--- config.mk ---
export PLATFORM = sky130hd
export DESIGN_NAME = cfg_sequencer
export DESIGN_NICKNAME = d
export VERILOG_FILES = /design/src/rtl/cfgseq_pkg.sv /design/src/rtl/cfg_frame_clear.sv /design/src/rtl/cfg_stream_rx.sv /design/src/rtl/cfg_startup_timer.sv /design/src/rtl/cfg_sequencer.sv
export SDC_FILE = /design/constraint.sdc
export NUM_CORES = 1
export LEC_CHECK = 0
export ABC_AREA = 1
export BUFFER_PORTS_ARGS = -buffer_cell sky130_fd_sc_hd__buf_2
export CORE_UTILIZATION = 55
export CTS_CLUSTER_DIAMETER = 50
export DETAILED_ROUTE_END_ITERATION = 8
export PLACE_DENSITY_LB_ADDON = 0.25
export SETUP_SLACK_MARGIN = 0.05
export SYNTH_ARGS = -nofsm -noshare
export SYNTH_HDL_FRONTEND = slang
export SYNTH_SLANG_ARGS = --single-unit
--- constraint.sdc ---
create_clock -name clk -period 4.5 [get_ports clk]
set_input_delay 0.9 -clock clk [delete_from_list [all_inputs] [get_ports clk]]
set_output_delay 0.9 -clock clk [all_outputs]
set_load 0.005 [all_outputs]
--- src/rtl/cfgseq_pkg.sv ---
package cfgseq_pkg;

    localparam int unsigned WORD_W = 32;
    localparam logic [31:0] MAX_STREAM_BITS = 32'd4294967264;

    typedef enum logic [2:0] {
        SEQ_RESET,
        SEQ_CLEAR,
        SEQ_INIT_WAIT,
        SEQ_LOAD,
        SEQ_STARTUP,
        SEQ_OPERATE,
        SEQ_ERROR
    } seq_state_t;

    typedef struct packed {
        logic len_bad;
        logic complete;
        logic early_end;
    } rx_status_t;

    typedef struct packed {
        logic drive_init_low;
        logic gsr;
        logic done;
    } pin_out_t;

    function automatic logic [WORD_W-1:0] shift_in(input logic [WORD_W-1:0] w, input logic b);
        return {w[WORD_W-2:0], b};
    endfunction

    function automatic pin_out_t decode_pins(input seq_state_t s, input logic gsr_rel);
        pin_out_t p;
        p.drive_init_low = (s == SEQ_RESET) || (s == SEQ_CLEAR) || (s == SEQ_ERROR);
        p.done           = (s == SEQ_OPERATE);
        p.gsr            = !((s == SEQ_OPERATE) || ((s == SEQ_STARTUP) && gsr_rel));
        return p;
    endfunction

endpackage

--- src/rtl/cfg_frame_clear.sv ---
module cfg_frame_clear #(
    parameter int unsigned NUM_FRAMES = 16,
    localparam int unsigned FRAME_AW = (NUM_FRAMES > 2) ? $clog2(NUM_FRAMES) : 1
) (
    input  logic                clk,
    input  logic                rst,
    input  logic                en,
    output logic [FRAME_AW-1:0] addr,
    output logic                we,
    output logic                wrap
);
    localparam logic [FRAME_AW-1:0] LAST = FRAME_AW'(NUM_FRAMES - 1);

    logic [FRAME_AW-1:0] addr_q;

    always_ff @(posedge clk) begin
        if (rst || !en) begin
            addr_q <= '0;
        end else if (addr_q == LAST) begin
            addr_q <= '0;
        end else begin
            addr_q <= addr_q + 1'b1;
        end
    end

    assign addr = addr_q;
    assign we   = en;
    assign wrap = en && (addr_q == LAST);

    // consecutive frames while clearing continues
    assert_addr_step_R2: assert property (@(posedge clk) disable iff (rst)
        (en && !wrap) |=> (!en || (addr_q == $past(addr_q) + 1'b1)));

    // a clear run always starts from frame zero
    assert_start_zero_R2: assert property (@(posedge clk) disable iff (rst)
        (!en) |=> (addr_q == '0));

endmodule

--- src/rtl/cfg_stream_rx.sv ---
module cfg_stream_rx
    import cfgseq_pkg::*;
(
    input  logic              clk,
    input  logic              rst,
    input  logic              en,
    input  logic              din,
    input  logic              din_valid,
    input  logic              din_last,
    output logic [WORD_W-1:0] word,
    output logic              word_vld,
    output rx_status_t        status
);
    logic [WORD_W-1:0] sh_q;
    logic [WORD_W-1:0] len_q;
    logic [WORD_W-1:0] pay_cnt_q;
    logic [4:0]        hdr_cnt_q;
    logic              hdr_have_q;
    logic              word_vld_q;

    logic [WORD_W-1:0] sh_nxt;
    logic              len_bad;
    logic              reached;
    logic              accept_hdr;
    logic              accept_pay;
    logic              finishing;

    assign sh_nxt     = shift_in(sh_q, din);
    assign len_bad    = hdr_have_q && (len_q > MAX_STREAM_BITS);
    assign reached    = hdr_have_q && (pay_cnt_q == len_q);
    assign accept_hdr = en && din_valid && !hdr_have_q;
    assign accept_pay = en && din_valid && hdr_have_q && !reached && !len_bad;

    always_comb begin
        if (hdr_have_q) begin
            finishing = (({1'b0, pay_cnt_q} + 33'd1) == {1'b0, len_q});
        end else begin
            finishing = (hdr_cnt_q == 5'd31) && (sh_nxt == '0);
        end
    end

    always_ff @(posedge clk) begin
        if (rst || !en) begin
            sh_q       <= '0;
            len_q      <= '0;
            pay_cnt_q  <= '0;
            hdr_cnt_q  <= '0;
            hdr_have_q <= 1'b0;
            word_vld_q <= 1'b0;
        end else begin
            word_vld_q <= 1'b0;
            if (accept_hdr) begin
                sh_q      <= sh_nxt;
                hdr_cnt_q <= hdr_cnt_q + 1'b1;
                if (hdr_cnt_q == 5'd31) begin
                    hdr_have_q <= 1'b1;
                    len_q      <= sh_nxt;
                end
            end else if (accept_pay) begin
                sh_q       <= sh_nxt;
                pay_cnt_q  <= pay_cnt_q + 1'b1;
                word_vld_q <= (pay_cnt_q[4:0] == 5'd31);
            end
        end
    end

    assign word             = sh_q;
    assign word_vld         = word_vld_q;
    assign status.len_bad   = len_bad;
    assign status.complete  = reached && !len_bad;
    assign status.early_end = en && din_valid && din_last && !finishing && !reached;

    // a word strobe needs 32 fresh bits, so it never repeats back to back
    assert_word_pulse_R4: assert property (@(posedge clk) disable iff (rst)
        word_vld_q |=> !word_vld_q);

    // the payload counter never passes the declared length
    assert_no_overrun_R12: assert property (@(posedge clk) disable iff (rst)
        (en && hdr_have_q && reached) |=> (!en || (pay_cnt_q == $past(pay_cnt_q))));

endmodule

--- src/rtl/cfg_startup_timer.sv ---
module cfg_startup_timer #(
    parameter int unsigned GSR_DLY  = 4,
    parameter int unsigned DONE_DLY = 3,
    localparam int unsigned TOTAL = GSR_DLY + DONE_DLY,
    localparam int unsigned CW    = $clog2(TOTAL + 1)
) (
    input  logic clk,
    input  logic rst,
    input  logic en,
    output logic gsr_rel,
    output logic fin
);
    localparam logic [CW-1:0] GSR_C = CW'(GSR_DLY);
    localparam logic [CW-1:0] END_C = CW'(TOTAL - 1);

    logic [CW-1:0] cnt_q;

    always_ff @(posedge clk) begin
        if (rst || !en) begin
            cnt_q <= '0;
        end else if (cnt_q != END_C) begin
            cnt_q <= cnt_q + 1'b1;
        end
    end

    assign gsr_rel = en && (cnt_q >= GSR_C);
    assign fin     = en && (cnt_q == END_C);

    // completion is reached only after the set/reset release point
    assert_fin_after_rel_R6: assert property (@(posedge clk) disable iff (rst)
        fin |-> gsr_rel);

endmodule

--- src/rtl/cfg_sequencer.sv ---
module cfg_sequencer
    import cfgseq_pkg::*;
#(
    parameter int unsigned NUM_FRAMES = 16,
    parameter int unsigned GSR_DLY    = 4,
    parameter int unsigned DONE_DLY   = 3,
    localparam int unsigned FRAME_AW  = (NUM_FRAMES > 2) ? $clog2(NUM_FRAMES) : 1
) (
    input  logic                clk,
    input  logic                rst,
    input  logic                pwr_good,
    input  logic                prog_req,
    input  logic                init_sense,
    output logic                init_drive_low,
    input  logic                din,
    input  logic                din_valid,
    input  logic                din_last,
    output logic [FRAME_AW-1:0] clr_addr,
    output logic                clr_we,
    output logic [WORD_W-1:0]   cfg_word,
    output logic                cfg_word_vld,
    output logic                gsr,
    output logic                done
);
    seq_state_t st_q, st_nxt;
    rx_status_t rx_st;
    pin_out_t   pins;
    logic       clr_wrap;
    logic       gsr_rel;
    logic       su_fin;

    cfg_frame_clear #(.NUM_FRAMES(NUM_FRAMES)) clear_i (
        .clk  (clk),
        .rst  (rst),
        .en   (st_q == SEQ_CLEAR),
        .addr (clr_addr),
        .we   (clr_we),
        .wrap (clr_wrap)
    );

    cfg_stream_rx rx_i (
        .clk       (clk),
        .rst       (rst),
        .en        (st_q == SEQ_LOAD),
        .din       (din),
        .din_valid (din_valid),
        .din_last  (din_last),
        .word      (cfg_word),
        .word_vld  (cfg_word_vld),
        .status    (rx_st)
    );

    cfg_startup_timer #(.GSR_DLY(GSR_DLY), .DONE_DLY(DONE_DLY)) su_i (
        .clk     (clk),
        .rst     (rst),
        .en      (st_q == SEQ_STARTUP),
        .gsr_rel (gsr_rel),
        .fin     (su_fin)
    );

    always_comb begin
        st_nxt = st_q;
        if (!pwr_good || prog_req) begin
            st_nxt = SEQ_RESET;
        end else begin
            case (st_q)
                SEQ_RESET:     st_nxt = SEQ_CLEAR;
                SEQ_CLEAR:     if (clr_wrap) st_nxt = SEQ_INIT_WAIT;
                SEQ_INIT_WAIT: if (init_sense) st_nxt = SEQ_LOAD;
                SEQ_LOAD: begin
                    if (!init_sense || rx_st.early_end || rx_st.len_bad) begin
                        st_nxt = SEQ_ERROR;
                    end else if (rx_st.complete) begin
                        st_nxt = SEQ_STARTUP;
                    end
                end
                SEQ_STARTUP:   if (su_fin) st_nxt = SEQ_OPERATE;
                SEQ_OPERATE:   st_nxt = SEQ_OPERATE;
                SEQ_ERROR:     st_nxt = SEQ_ERROR;
                default:       st_nxt = SEQ_RESET;
            endcase
        end
    end

    always_ff @(posedge clk) begin
        if (rst) begin
            st_q <= SEQ_RESET;
        end else begin
            st_q <= st_nxt;
        end
    end

    assign pins           = decode_pins(st_q, gsr_rel);
    assign init_drive_low = pins.drive_init_low;
    assign gsr            = pins.gsr;
    assign done           = pins.done;

    // completion never coexists with user logic held in reset
    assert_done_no_gsr_R6: assert property (@(posedge clk) disable iff (rst)
        done |-> !gsr);

    // init line held low whenever frames are being cleared
    assert_init_low_clear_R2: assert property (@(posedge clk) disable iff (rst)
        clr_we |-> init_drive_low);

    // user logic stays in reset across the whole load
    assert_load_gsr_R5: assert property (@(posedge clk) disable iff (rst)
        (st_q == SEQ_LOAD) |-> gsr);

    // the fault state is left only by program request or power loss
    assert_error_sticky_R10: assert property (@(posedge clk) disable iff (rst)
        (st_q == SEQ_ERROR && pwr_good && !prog_req) |=> (st_q == SEQ_ERROR));

    // a program request lands in reset on the next edge
    assert_prog_restart_R11: assert property (@(posedge clk) disable iff (rst)
        prog_req |=> (st_q == SEQ_RESET));

endmodule

==> out/metrics.yaml, run 1 <==
logic_synthesis:
  synth_cells: 922
  synth_ff_type: "dfxtp_1"
  synth_edf_count: 0
  syn_area_per_cell_um2: 6.73
  async_flop_share_pct: 0
  yosys.area_share.simple_pct: 32.0
  ys_seq_elements: 113
  synth.area.mux_share_pct: 0
  synthAdderAreaFrac_pct: 1.41
  ys_types: 39
  ys_warn_count: 0
  synth_top_family_by_area: "simple AND/OR/NAND/NOR gates"
  synthesis.nets: 937
  syn_area_um2: 6200
  synth_compound_area_share_pct: 17.1
  synthXorXnorAreaFrac_pct: 4.40
  synth_seq_area_share_pct: 36.5
timing:
  worstMarginPinSlew_ns: 1.14
  skew_ns: 0.00545
  maxSlewHeadroom_pct: 24.0
  slew_viol_final: 0
  rsz0062_at_grt: "no"
  tns_ns: 0
  timing.final.ws_setup_ns: 1.65
  fin_crit_ns: 2.85
  fin_crit_sh_pct: 63.2
  fmaxAchievable_ghz: 0.351
  setup_violations: 0
  hold_viol_final: 0
drt:
  drt.antenna.violating_nets: 0
  wire_per_inst_um: 15.3
  routed_via_density: 5.51
  initialDrtViolationCount: 467
  vias: 6153
  drc: 0
  wirelength_mm: 17.0
  first_pass_iters: 5
setup_path:
  crit_type: "reg2reg"
  arrival_ns: 3.12
  setup.worst_path.start_class: "flop"
  critPathMaxFanout: 29
  endpoint_kind: "flop"
  worstRegToRegCells: 11
  cp.required_ns: 4.77
placed_design:
  io_buffers: 48
  placed_cells: 1084
  hpwl_mm: 12.4
  gp_congestion: 0.910
  pre_cts_ws_ns: 1.73
global_routing:
  grt.total_usage_pct: 31.6
  grt_pass1_wl_mm: 28.4
  grt_pass1_vias: 5686
  grt-ovfl-total: 0
  grt_max_degree: 65
  antenna_found_initial: 0
clock_tree:
  clkLatencyLatePin_ns: 0.43
  path_clk_slew_ns: 0.06
  cts_root_buf: "clkbuf_16"
  cts_tree: "yes"
  cts_sinks: 113
  clockBufferDepth: 2
  hold_buffers: 0
  cts_made_buffers: 17
  post_cts_buffers: 0
  ctsResizeCount: 0
  htreeDepth: 4
status:
  outcome: "complete, no violations"
final_layout:
  nFillCells: 1012
  area_growth_pct: 14.4
  regArea_um2: 2260
  fin_cells: 1116
  nets: 978
  utilization_pct: 64.9
  multiInputGateArea_um2: 3420
  antenna_cells: 0
  drive_gt1_share_pct: 11.7
pwr:
  cellPowerDensity_nw_per_um2: 323
  p_leak_nw: 2.98
  ir_drop_v: 0.000285
floorplan:
  die_x_um: 108
  io_pins: 49
  initial_core_util_pct: 56.7
  dieArea_um2: 11700
  placementRows: 38
  core-area_um2: 10900
  die_y_um: 108
min_path:
  hold_depth: 1
  hold_class: "reg2reg"
job:
  drv_cap: 0
sequential cells by signal, summed over array words and instances, names as in the netlist:
name	cells
st_q	3
rx_i.hdr_cnt_q	5
rx_i.hdr_have_q	1
su_i.cnt_q	3
rx_i.word_vld	1
clear_i.addr	4
rx_i.pay_cnt_q	32
rx_i.len_q	32
rx_i.word	32
cells in the mapped netlist (4+ instances only):
library cell    n  area share [%]
nor2_8          4             1.3
xor2_1         18             2.5
inv_1         105             6.4
nand2_2         7            0.71
nand3_1        68             5.5
buf_2           6            0.48
o22ai_1         6            0.61
a21oi_1        99             8.0
nand4_1        15             1.5
nand2_1       215              13
nor3_1          8            0.65
and3_1          4            0.40
nor4_1         11             1.1
dfxtp_1       113              36
xnor2_1         8             1.1
ha_1            7             1.4
nor2_4          5            0.91
o21ai_0        71             5.7
o21bai_1        9             1.1
nor2_1         85             5.1
o21ai_1         4            0.32
clkbuf_1       23             1.4
area by class of cell:
type	instances	area share [%]
tap	140	2.47
inverter	108	5.71
clock buffer	17	6.00
timing repair buffer	53	3.92
multi-input combinational	670	48.1
clock inverter	15	1.87
sequential	113	31.9
worst paths after layout:
path | startpoint | endpoint | slack, ns
min | rx_i.hdr_cnt_q[3] | rx_i.hdr_cnt_q[3] | 0.45
min reg2reg | rx_i.hdr_cnt_q[3] | rx_i.hdr_cnt_q[3] | 0.45
max | rx_i.len_q[25] | rx_i.pay_cnt_q[6] | 1.65
max reg2reg | rx_i.len_q[25] | rx_i.pay_cnt_q[6] | 1.65
cell usage in the layout (no fill, tap or decap), drive strengths merged, types with 2 or more instances in the layout:
cell type,count
nor3,9
nand4,15
buf,53
a21oi,99
nor3b,3
ha,7
o22ai,6
o31ai,2
clkinvlp,4
o21a,3
inv,112
xnor2,8
nand3,70
nor4,11
o21bai,9
a31oi,2
clkbuf,17
dfxtp,113
o21ai,75
and3,4
xor2,18
clkinv,6
xnor3,2
nand2,225
nor2,97
metrics by stage:
stage / total power, mW / hold WS, ns / instance area, um2
5_1_grt: 2.35 / 0.476 / 7090
2_1_floorplan: 1.03 / 0.423 / 6200
4_1_cts: 2.30 / 0.450 / 7090
3_3_place_gp: 1.04 / 0.435 / 6540
3_5_place_dp: 1.04 / 0.442 / 6540
6_report: 2.29 / 0.449 / 7090
report_power, final:
part | internal [mW] | switching, mW | total, mW
clock network | 0.760 | 0.515 | 1.28
registers | 1.00 | 0.00126 | 1.00
logic | 0.00624 | 0.0104 | 0.0166
worst max-delay path: stages, from the launching register on:
cell and delay (ns):
dfxtp_1 0.34, xnor2_1 0.28, nand3_1 0.11, nor4_1 0.37, nand3_1 0.12, nor2_1 0.20
inv_1 0.06, nand2_1 0.08, buf_4 0.28, inv_1 0.44, o21ai_0 0.32, a21oi_1 0.06
cells by family after synthesis:
group                      Yosys count
buffers and inverters              139
AOI/OAI and AO/OA                  200
and+or+nand+nor                    435
adders and majority gates            7
xor gates and xnor gates            28
DFF                                113
layer usage:
layer	part of all wire [%]	track usage (%)	wire [um]
met1	47	42.7	7950
met4	2.0	10.9	333
met5	0	0	0
met2	45	47.8	7590
met3	6.9	9.22	1170
Power figures use the tool's default switching activity.
==> run 2, diff against run 1 <==
clock period = 2.5 ns   (was 4.5 ns; I/O delays follow)
==> run 2 against run 1 <==
Wire length up 4.2%. Die area unchanged. Power up 93%. Cell area up 5.1%. Core utilization up 3.3 points. Clock-buffer cell count up 3. Critical path type unchanged.
==> out/metrics.yaml, run 2 (synthesis results as in run 1) <==
final_layout:
  nets: 1000  # was 978
  utilization_pct: 68.2  # was 64.9%
  layout_commonest_cell: "nand2_1"  # unchanged
  regArea_um2: 2270  # was 2260 um2
  multiInputGateArea_um2: 3490  # was 3420 um2
  area_growth_pct: 20.2  # was 14.4%
  final_cell_mix: "nand2_1 (213), dfxtp_1 (109), inv_1 (103), a21oi_1 (99), nor2_1 (79)"  # was nand2_1 (215), dfxtp_1 (113), inv_1 (105), a21oi_1 (99), nor2_1 (84)
  fin_cells: 1138  # was 1116
  nFillCells: 969  # was 1012
  antenna_cells: 0  # unchanged
  drive_gt1_share_pct: 15.2  # was 11.7%
global_routing:
  grt_pass1_vias: 5757  # was 5686
  grt_pass1_wl_mm: 28.4  # about the same
  grt.total_usage_pct: 31.5  # was 31.6%
  antenna_found_initial: 0  # unchanged
  grt-ovfl-total: 0  # unchanged
  grt_max_degree: 72  # was 65
pwr:
  finalPower_mw: 4.43  # was 2.29 mW
  p_leak_nw: 3.14  # was 2.98 nW
  cellPowerDensity_nw_per_um2: 594  # was 323 nW/um2
  ir_drop_v: 0.000585  # was 0.000285 V
clock_tree:
  hold_buffers: 0  # unchanged
  clkLatencyLatePin_ns: 0.42  # was 0.43 ns
  cts_sinks: 113  # unchanged
  clockBufferDepth: 2  # unchanged
  cts_tree: "yes"  # unchanged
  cts_root_buf: "clkbuf_16"  # unchanged
  htreeDepth: 4  # unchanged
  path_clk_slew_ns: 0.06  # about the same
  cts_made_buffers: 17  # unchanged
drt:
  vias: 6431  # was 6153
  initialDrtViolationCount: 550  # was 467
  wire_per_inst_um: 15.6  # was 15.3 um
  drc: 0  # unchanged
  first_pass_iters: 6  # was 5
  routed_via_density: 5.65  # was 5.51
  drt.antenna.violating_nets: 0  # unchanged
  wirelength_mm: 17.8  # was 17.0 mm
setup_path:
  arrival_ns: 2.84  # was 3.12 ns
  path_common_cell: "nand2_1"
  critPathMaxFanout: 3  # was 29
  r2r_end: "st_q[0]"  # was rx_i.pay_cnt_q[6]
  setup.worst_path.start_class: "flop"  # unchanged
  cp.required_ns: 2.84  # was 4.77 ns
  crit_slowest_cell: "dfxtp_2"  # was inv_1
  rr_startpoint: "rx_i.pay_cnt_q[0]"  # was rx_i.len_q[25]
  crit_type: "reg2reg"  # unchanged
  critPathMaxStageDelay_ns: 0.34  # was 0.44 ns
  crit_buf_inv: 1  # was 3
  worstRegToRegCells: 22  # was 11
  r2r_setup_slack_ns: 0.004  # was 1.65 ns
  endpoint_kind: "flop"  # unchanged
  crit_chain: "ha_4 -> nand2_4 -> nor2_8 -> ha_4 -> inv_2 -> nand2_2 -> nand2_1 -> nor2_1 -> nand2_1 -> nor2_1 -> nand3_1 -> nor2_1 -> nand2_1 -> nor2_2 -> nand2_1 -> nor2_1 -> nand2_1 -> nand2_2 -> nand3_4 -> nand2_2 -> nor2_2 -> nor3_2"  # was xnor2_1 -> nand3_1 -> nor4_1 -> nand3_1 -> nor2_1 -> inv_1 -> nand2_1 -> buf_4 -> inv_1 -> o21ai_0 -> a21oi_1
  critPathTopFamily: "simple AND/OR/NAND/NOR gates"  # unchanged
timing:
  setup_violations: 0  # unchanged
  fin_crit_ns: 2.50  # was 2.85 ns
  maxSlewHeadroom_pct: 30.4  # was 24.0%
  fin_crit_sh_pct: 99.8  # was 63.2%
  holdWs_ns: 0.374  # was 0.449 ns
  rsz0062_at_grt: "yes"  # was no
  slew_viol_final: 0  # unchanged
  fmaxAchievable_ghz: 0.401  # was 0.351 GHz
  hold_viol_final: 0  # unchanged
  worstMarginPinSlew_ns: 1.04  # was 1.14 ns
  skew_ns: 0.0149  # was 0.00545 ns
floorplan:
  die_x_um: 108  # unchanged
  placementRows: 38  # unchanged
  core-area_um2: 10900  # unchanged
  io_pins: 49  # unchanged
  die_y_um: 108  # unchanged
  initial_core_util_pct: 56.7  # unchanged
  dieArea_um2: 11700  # unchanged
min_path:
  min_to: "rx_i.word[0]"  # was rx_i.hdr_cnt_q[3]
  hold_class: "in2reg"  # was reg2reg
  hp-start: "din"  # was rx_i.hdr_cnt_q[3]
  hold_depth: 3  # was 1
placed_design:
  gp_congestion: 0.923  # was 0.910
  hpwl_mm: 12.6  # was 12.4 mm
  io_buffers: 48  # unchanged
  placed_cells: 1104  # was 1084
job:
  drv_cap: 0  # unchanged
status:
  outcome: "complete, no violations"  # unchanged
==> run 2: cell count changes in the layout (fill, tap and decap cells not counted), moves of 3 or more <==
cell and delta:
buf_12 +3, buf_4 +19, bufinv_16 +3, dfxtp_1 -4, dfxtp_2 +4, nor2_1 -5
nor2_2 +4
==> run 2: area by class of cell <==
cell class                      instances  area share [%]
Sequential cell                       113            30.4
Clock buffer                           20            5.99
Clock inverter                         12            2.43
Timing Repair Buffer                   75            6.45
Tap cell                              140            2.35
Inverter                              108            5.49
Multi-Input combinational cell        670            46.9
==> run 2: tightest hold or removal path: stages <==
cell and delay (ns):
buf_2 0.12, nand2_1 0.06, a21oi_1 0.05
==> run 2: report_power, final <==
| group | internal (mW) | leakage (nW) | switching (mW) |
|---|---|---|---|
| clock network | 1.70 | 0.305 | 0.892 |
| logic | 0.0121 | 1.92 | 0.0207 |
| registers | 1.80 | 0.912 | 0.00163 |
==> run 2: per-layer routing <==
metal	share of wire [%]	routed length, um	up-vias	GRT usage, %
met2	45	7950	309	48.9
met5	0	0	-	0
met4	2.5	447	0	11.4
met3	8.6	1530	49	6.81
li1	-	-	3169	-
met1	44	7830	2904	42.8
==> run 2: timing repair <==
item                                    in CTS  in global routing
endpoints found under the setup margin       3                 90
buffers inserted                             1                  1
hold endpoints to repair                     0                  0
pin swaps                                    0                  7
resized for setup                            2                 20
cloned                                       0                  0
==> run 2: worst max path at each step <==
stage	start	to	slack (ns)	cells past startpoint
after floorplan	rx_i.pay_cnt_q[1]	st_q[1]	0.21	22
final	rx_i.pay_cnt_q[0]	st_q[0]	0.004	22
after global routing	rx_i.pay_cnt_q[0]	st_q[0]	-0.21	22
after detailed placement	rx_i.pay_cnt_q[0]	st_q[1]	0.005	23
after global placement	rx_i.pay_cnt_q[0]	st_q[1]	0.08	23
after CTS	rx_i.pay_cnt_q[0]	st_q[1]	0.05	23
==> run 2: metrics by stage <==
stage	setup TNS, ns	instance area, um2	setup slack, ns
floorplan	0	6200	0.207
global placement	0	6720	0.0780
detailed placement	0	6720	0.00483
CTS	0	7360	0.0524
global route	-0.547	7450	-0.214
finish	0	7450	0.00435
